`src/rtl/fbt_pkg.sv`:
```
package fbt_pkg;
    localparam int ADDR_W = 32;
    localparam int CLS_W  = 12;

    typedef struct packed {
        logic [ADDR_W-1:0] addr;
        logic [CLS_W-1:0]  cls;
    } blk_t;
endpackage

```
`src/rtl/fbt_match.sv`:
```
// Parallel equality compare of one key against every live slot.
module fbt_match #(
    parameter int N = 8,
    parameter int W = 12
) (
    input  logic [N*W-1:0] keys_flat,
    input  logic [N-1:0]   live,
    input  logic [W-1:0]   key,
    output logic [N-1:0]   hit
);
    for (genvar i = 0; i < N; i++) begin : g_cmp
        assign hit[i] = live[i] && (keys_flat[i*W +: W] == key);
    end
endmodule

```
`src/rtl/fbt_first.sv`:
```
// Lowest-index set bit: slot 0 is the oldest entry.
module fbt_first #(
    parameter int N  = 8,
    localparam int IW = (N > 1) ? $clog2(N) : 1
) (
    input  logic [N-1:0]  vec,
    output logic          any,
    output logic [IW-1:0] idx
);
    always_comb begin
        any = 1'b0;
        idx = '0;
        for (int i = N - 1; i >= 0; i--) begin
            if (vec[i]) begin
                any = 1'b1;
                idx = IW'(i);
            end
        end
    end
endmodule

```
`src/rtl/fbt_l1.sv`:
```
module fbt_l1
    import fbt_pkg::*;
#(
    parameter int DEPTH = 8
) (
    input  logic              clk,
    input  logic              rst_n,
    input  logic              req_valid,
    input  logic [CLS_W-1:0]  req_size,
    output logic              rsp_valid,
    output logic [ADDR_W-1:0] rsp_addr,
    input  logic              dead_valid,
    input  logic [ADDR_W-1:0] dead_addr,
    input  logic [CLS_W-1:0]  dead_size,
    input  logic              alloc_valid,
    input  logic [ADDR_W-1:0] alloc_addr,
    input  logic [CLS_W-1:0]  alloc_size,
    input  logic              l2_hit,
    output logic              refill_req,
    output logic [CLS_W-1:0]  refill_size,
    input  logic              fill_valid,
    input  logic [ADDR_W-1:0] fill_addr,
    input  logic [CLS_W-1:0]  fill_size,
    output logic              fill_ready,
    output logic              spill_valid,
    output logic [ADDR_W-1:0] spill_addr,
    output logic [CLS_W-1:0]  spill_size
);
    localparam int IW = (DEPTH > 1) ? $clog2(DEPTH) : 1;
    localparam int CW = $clog2(DEPTH + 1);

    typedef blk_t [DEPTH-1:0] ent_arr_t;

    typedef struct packed {
        ent_arr_t          ent;
        logic [CW-1:0]     cnt;
        logic              rsp_v;
        logic [ADDR_W-1:0] rsp_a;
        logic [CLS_W-1:0]  rsp_c;
        logic              sp_v;
        blk_t              sp;
    } st_t;

    st_t st_q, st_d;

    function automatic ent_arr_t drop(input ent_arr_t a, input logic [IW-1:0] k);
        ent_arr_t r;
        r = a;
        for (int i = 0; i < DEPTH - 1; i++) begin
            if (i >= int'(k)) r[i] = a[i+1];
        end
        r[DEPTH-1] = '0;
        return r;
    endfunction

    // live slot mask and flattened keys
    logic [DEPTH-1:0]        live_w;
    logic [DEPTH*ADDR_W-1:0] addr_flat;
    logic [DEPTH*CLS_W-1:0]  cls_flat;
    for (genvar i = 0; i < DEPTH; i++) begin : g_flat
        assign live_w[i] = (i < int'(st_q.cnt));
        assign addr_flat[i*ADDR_W +: ADDR_W] = st_q.ent[i].addr;
        assign cls_flat[i*CLS_W +: CLS_W]    = st_q.ent[i].cls;
    end

    // allocate-notify address match (applied first)
    logic [DEPTH-1:0] a_live, a_hit;
    logic             a_any;
    logic [IW-1:0]    a_idx;
    assign a_live = alloc_valid ? live_w : '0;

    fbt_match #(.N(DEPTH), .W(ADDR_W)) u_amatch (
        .keys_flat(addr_flat), .live(a_live), .key(alloc_addr), .hit(a_hit)
    );
    fbt_first #(.N(DEPTH)) u_afirst (.vec(a_hit), .any(a_any), .idx(a_idx));

    // size-class lookup over what the notify leaves
    logic [DEPTH-1:0] a_mask, s_live, s_hit;
    logic             s_any;
    logic [IW-1:0]    s_idx;
    assign a_mask = a_any ? (DEPTH'(1) << a_idx) : '0;
    assign s_live = req_valid ? (live_w & ~a_mask) : '0;

    fbt_match #(.N(DEPTH), .W(CLS_W)) u_smatch (
        .keys_flat(cls_flat), .live(s_live), .key(req_size), .hit(s_hit)
    );
    fbt_first #(.N(DEPTH)) u_sfirst (.vec(s_hit), .any(s_any), .idx(s_idx));

    // insertion source: dead blocks take precedence over fills
    logic ins_v;
    blk_t ins_b;
    always_comb begin
        ins_v = 1'b0;
        ins_b = '0;
        if (dead_valid) begin
            ins_v = (dead_addr != '0);
            ins_b = '{addr: dead_addr, cls: dead_size};
        end else if (fill_valid) begin
            ins_v = (fill_addr != '0);
            ins_b = '{addr: fill_addr, cls: fill_size};
        end
    end

    always_comb begin
        st_d       = st_q;
        st_d.rsp_v = req_valid;
        st_d.rsp_a = '0;
        st_d.sp_v  = 1'b0;
        if (req_valid) st_d.rsp_c = req_size;
        if (s_any) st_d.rsp_a = st_q.ent[s_idx].addr;

        // removals, higher index first so the lower index stays valid
        if (a_any && s_any) begin
            if (a_idx > s_idx) begin
                st_d.ent = drop(drop(st_q.ent, a_idx), s_idx);
            end else begin
                st_d.ent = drop(drop(st_q.ent, s_idx), a_idx);
            end
            st_d.cnt = st_q.cnt - CW'(2);
        end else if (a_any) begin
            st_d.ent = drop(st_q.ent, a_idx);
            st_d.cnt = st_q.cnt - CW'(1);
        end else if (s_any) begin
            st_d.ent = drop(st_q.ent, s_idx);
            st_d.cnt = st_q.cnt - CW'(1);
        end

        // insertion at the young end, spilling the oldest when full
        if (ins_v) begin
            if (st_d.cnt == CW'(DEPTH)) begin
                st_d.sp_v           = 1'b1;
                st_d.sp             = st_d.ent[0];
                st_d.ent            = drop(st_d.ent, '0);
                st_d.ent[DEPTH-1]   = ins_b;
            end else begin
                for (int i = 0; i < DEPTH; i++) begin
                    if (i == int'(st_d.cnt)) st_d.ent[i] = ins_b;
                end
                st_d.cnt = st_d.cnt + CW'(1);
            end
        end
    end

    always_ff @(posedge clk) begin
        if (!rst_n) st_q <= '0;
        else        st_q <= st_d;
    end

    assign rsp_valid   = st_q.rsp_v;
    assign rsp_addr    = st_q.rsp_a;
    assign refill_req  = st_q.rsp_v && (st_q.rsp_a == '0) && l2_hit;
    assign refill_size = st_q.rsp_c;
    assign fill_ready  = !dead_valid;
    assign spill_valid = st_q.sp_v;
    assign spill_addr  = st_q.sp.addr;
    assign spill_size  = st_q.sp.cls;

    logic unused_ok;
    assign unused_ok = ^alloc_size;

    // ---------------- assertions ----------------
    assert_rsp_follows_req_R2: assert property (@(posedge clk) disable iff (!rst_n)
        req_valid |=> rsp_valid);
    assert_rsp_only_after_req_R2: assert property (@(posedge clk) disable iff (!rst_n)
        !req_valid |=> !rsp_valid);
    assert_spill_only_when_full_R5: assert property (@(posedge clk) disable iff (!rst_n)
        spill_valid |-> $past(st_q.cnt) == CW'(DEPTH));
    assert_zero_addr_ignored_R4: assert property (@(posedge clk) disable iff (!rst_n)
        (dead_valid && dead_addr == '0 && !req_valid && !alloc_valid)
        |=> st_q.cnt == $past(st_q.cnt));
    assert_hit_removes_entry_R3: assert property (@(posedge clk) disable iff (!rst_n)
        (rsp_valid && rsp_addr != '0 && !$past(ins_v) && !$past(a_any))
        |-> st_q.cnt == $past(st_q.cnt) - CW'(1));
    assert_notify_removes_entry_R6: assert property (@(posedge clk) disable iff (!rst_n)
        (a_any && !s_any && !ins_v) |=> st_q.cnt == $past(st_q.cnt) - CW'(1));
endmodule

```
`config.mk`:
```
export PLATFORM = sky130hd
export DESIGN_NAME = fbt_l1
export DESIGN_NICKNAME = d
export VERILOG_FILES = /design/src/rtl/fbt_pkg.sv /design/src/rtl/fbt_match.sv /design/src/rtl/fbt_first.sv /design/src/rtl/fbt_l1.sv
export SDC_FILE = /design/constraint.sdc
export NUM_CORES = 2
export LEC_CHECK = 0
export BUFFER_PORTS_ARGS = -buffer_cell sky130_fd_sc_hd__buf_2
export CAP_MARGIN = 20
export CORE_MARGIN = 10
export CORE_UTILIZATION = 40
export DETAILED_ROUTE_END_ITERATION = 10
export MAX_ROUTING_LAYER = met4
export PLACE_DENSITY_LB_ADDON = 0.12
export SKIP_LAST_GASP = 1
export SLEW_MARGIN = 10
export SYNTH_ARGS = -nofsm -noshare
export SYNTH_HDL_FRONTEND = slang
export SYNTH_SLANG_ARGS = --single-unit
export TNS_END_PERCENT = 30
```
`constraint.sdc`:
```
create_clock -name clk -period 12.9 [get_ports clk]
set_input_delay 2.58 -clock clk [delete_from_list [all_inputs] [get_ports clk]]
set_output_delay 2.58 -clock clk [all_outputs]
set_load 0.1 [all_outputs]
```
==> flow_summary.yaml <==
critical_path:
  crit_path_start_kind: "input port"
  critical_path.max_fanout: 24
  crit_start: "alloc_addr[2]"
  reg2reg_from: "st_q[90]$_SDFF_PN0_"
  path_class: "in -> reg"
  worstPathRequired_ns: 13.57
  worstPathArrival_ns: 11.08
  r2r_setup_slack_ns: 3.48
  crit_path_end_kind: "flip-flop"
logic_synthesis:
  ys_ff_latch: 446
  synth_nets: 6641
  synthCells: 6479
  synth_warnings: 0
  netlist_area_mm2: 0.0459
  ys_seq_area_frac: 0.195
  synth-edff-count: 0
  postSynthAreaPerCell_um2: 7.08
  yosysUniqueCellTypes: 124
  synth_flop_cell: "dfxtp_1"
  async_flop_share: 0
placement:
  dpl-instance-area_mm2: 0.0476
  post-place-ws_ns: 2.44
  place_congestion: 1.08
  port_buffers: 230
  place_hpwl_um: 229000
die:
  row_count: 124
  fp.dieArea_mm2: 0.129
  die_w_um: 359
  design.core.area_mm2: 0.114
  die_y_um: 359
  initial_core_util: 0.402
  ioPinCount: 243
run_status:
  outcome: "finished clean"
sta:
  worst_slew_pin_slew_ns: 1.40
  timing.fmax_ghz: 0.0961
  maxSlewHeadroom: 0.0548
  finalCritPeriodShare: 0.807
  timing.hold.ws_ns: 0.445
  slew_violations: 0
  final.setup_skew_ns: 0.0255
  finalSetupTns_ns: 0
  post-route-min-period_ns: 10.41
  finalSetupViolations: 0
  rsz0062_at_grt: "no"
  setup_ws_ns: 2.49
  hold_viol_final: 0
hold_path:
  hp-class: "reg -> reg"
  hold_start: "spill_size[2]$_SDFFE_PN0P_"
clocking:
  cts_buffers: 61
  postCtsHoldBufs: 0
  clkSinkCount: 446
  clock_path_buffers: 3
  cts_tree: "done"
  cts-resized-gates: 0
  cts-root-buf: "clkbuf_16"
  postCtsSetupBuffers: 0
  clk_pin_slew_ns: 0.06
  htreeDepth: 2
  clk_latency_ns: 0.74
detailed_routing:
  vias: 58100
  drt.antenna.violating_nets: 0
  wl_per_cell_um: 40.5
  first_pass_iters: 9
  drc: 0
  routed_via_density: 7.49
  drt_iter0_markers: 10600
  wl_um: 314000
pwr:
  powerDensity_mw_per_mm2: 85.8
  ir_drop_mv: 0.107
  p_leak_nw: 17.7
grt:
  antenna_found_initial: 15
  grt_max_degree: 142
  grt.total_usage: 0.474
  grt.overflow.total: 0
  grt_pass1_wl_um: 425000
  grt_pass1_vias: 52300
cells_and_area:
  area_delta_synth_final_pct: 8.77
  fillCellCount: 11900
  drive_above_1_share: 0.141
  finish.instance_area_mm2: 0.0499
  num-nets-final: 6334
  fin_util: 0.438
run:
  drv_cap: 0
-- layer usage --
layer | part of all wire | vias up | routed length, um | track usage
met3 | 0.17 | 1239 | 52000 | 0.215
met2 | 0.38 | 5460 | 120000 | 0.625
met4 | 0.073 | 0 | 22800 | 0.265
met5 | 0 | - | 0 | -
li1 | - | 23600 | - | -
met1 | 0.38 | 27800 | 119000 | 0.588
-- worst max-delay path: stages --
cell and delay, ns:
buf_2 0.27, xnor2_1 0.56, nand4_1 0.15, nor4_1 0.25
nand4_1 0.97, nand2b_1 0.67, o21ai_1 0.39, a221oi_4 0.68
nand2_1 0.34, buf_4 0.29, nor2_4 0.29, nand2_1 0.19
o211ai_1 0.13, o21ai_0 0.18, ha_1 0.33, inv_1 0.60
nor2_1 0.11, buf_4 0.22, o31ai_4 0.14, buf_4 0.28
o21ai_2 0.16, nor2_4 0.88, a221o_1 0.29
-- cell usage after synthesis (all sizes together), types with 64 or more instances --
master / count / area share
a211oi: 68 / 0.012
a21oi: 362 / 0.040
a31oi: 73 / 0.010
buf: 347 / 0.044
clkbuf: 533 / 0.044
dfxtp: 446 / 0.19
inv: 88 / 0.0072
mux2: 64 / 0.016
mux2i: 240 / 0.053
nand2: 765 / 0.063
nand3: 292 / 0.032
nand4: 95 / 0.013
nor2: 506 / 0.042
nor3: 166 / 0.019
nor4: 126 / 0.019
o211ai: 182 / 0.030
o21a: 80 / 0.013
o21ai: 386 / 0.042
o221ai: 228 / 0.044
o22a: 79 / 0.015
o22ai: 124 / 0.017
xnor2: 178 / 0.034
xor2: 182 / 0.035
-- registers in the layout, indices dropped and copies added (netlist names) --
signal       count
spill_addr      32
st_q             4
spill_size      12
cls_flat        96
rsp_addr        32
addr_flat      256
spill_valid      1
refill_size     12
rsp_valid        1
-- logic make-up (layout without fill, tap and decap cells) --
group / after synthesis / in the layout / synth area share
compound gates: 2173 / 2173 / 0.342
xor+xnor: 360 / 360 / 0.0687
fa+ha+maj: 11 / 11 / 0.00300
buf+inv: 969 / 712 / 0.0954
flops: 446 / 446 / 0.195
mux: 304 / 304 / 0.0683
other cells: 0 / 20 / 0
simple gates: 2216 / 2216 / 0.228
-- stage by stage --
stage	total power, mW	std cells
floorplan	1.93	6479
CTS	4.21	7726
detailed placement	2.30	7613
finish	4.28	7754
global route	4.33	7750
global placement	2.30	7612
-- final timing paths --
path         cells after the start                          to
max reg2reg                     24   addr_flat[203]$_SDFF_PN0_
min                              2  spill_size[2]$_SDFFE_PN0P_
min reg2reg                      2  spill_size[2]$_SDFFE_PN0P_
max                             23   addr_flat[203]$_SDFF_PN0_
-- cell type report --
type | count | area (um2) | share of cell area
multi-input cells | 5064 | 33100 | 0.664
flip-flops and latches | 446 | 8930 | 0.179
repair buffers | 510 | 3420 | 0.0685
well taps | 1512 | 1890 | 0.0379
clock buffers | 75 | 1650 | 0.0330
clock inverters | 38 | 507 | 0.0102
inverters | 89 | 342 | 0.00684
diodes | 20 | 50.0 | 0.00100
-- placed cells by master, fill, tap and decap left out, types with 62 or more instances in the layout --
master,netlist,layout
nand2_1,763,761
nor2_1,500,496
dfxtp_1,446,446
a21oi_1,356,352
o21ai_0,321,314
nand3_1,290,285
buf_4,122,264
mux2i_1,237,233
buf_2,158,230
o221ai_1,228,228
xor2_1,182,182
o211ai_1,179,179
xnor2_1,178,178
nor3_1,161,158
o22ai_1,123,121
nor4_1,118,116
nand4_1,93,93
inv_1,84,84
o22a_1,79,79
o21a_1,78,77
a31oi_1,71,67
mux2_2,64,64
a211oi_1,63,62
-- power breakdown --
group          switching, mW  internal (mW)  total, mW
combinational          0.582          0.233      0.814
sequential             0.110           1.42       1.53
clock                  0.815           1.13       1.94
total                   1.51           2.78       4.28
Power figures use the tool's default switching activity.
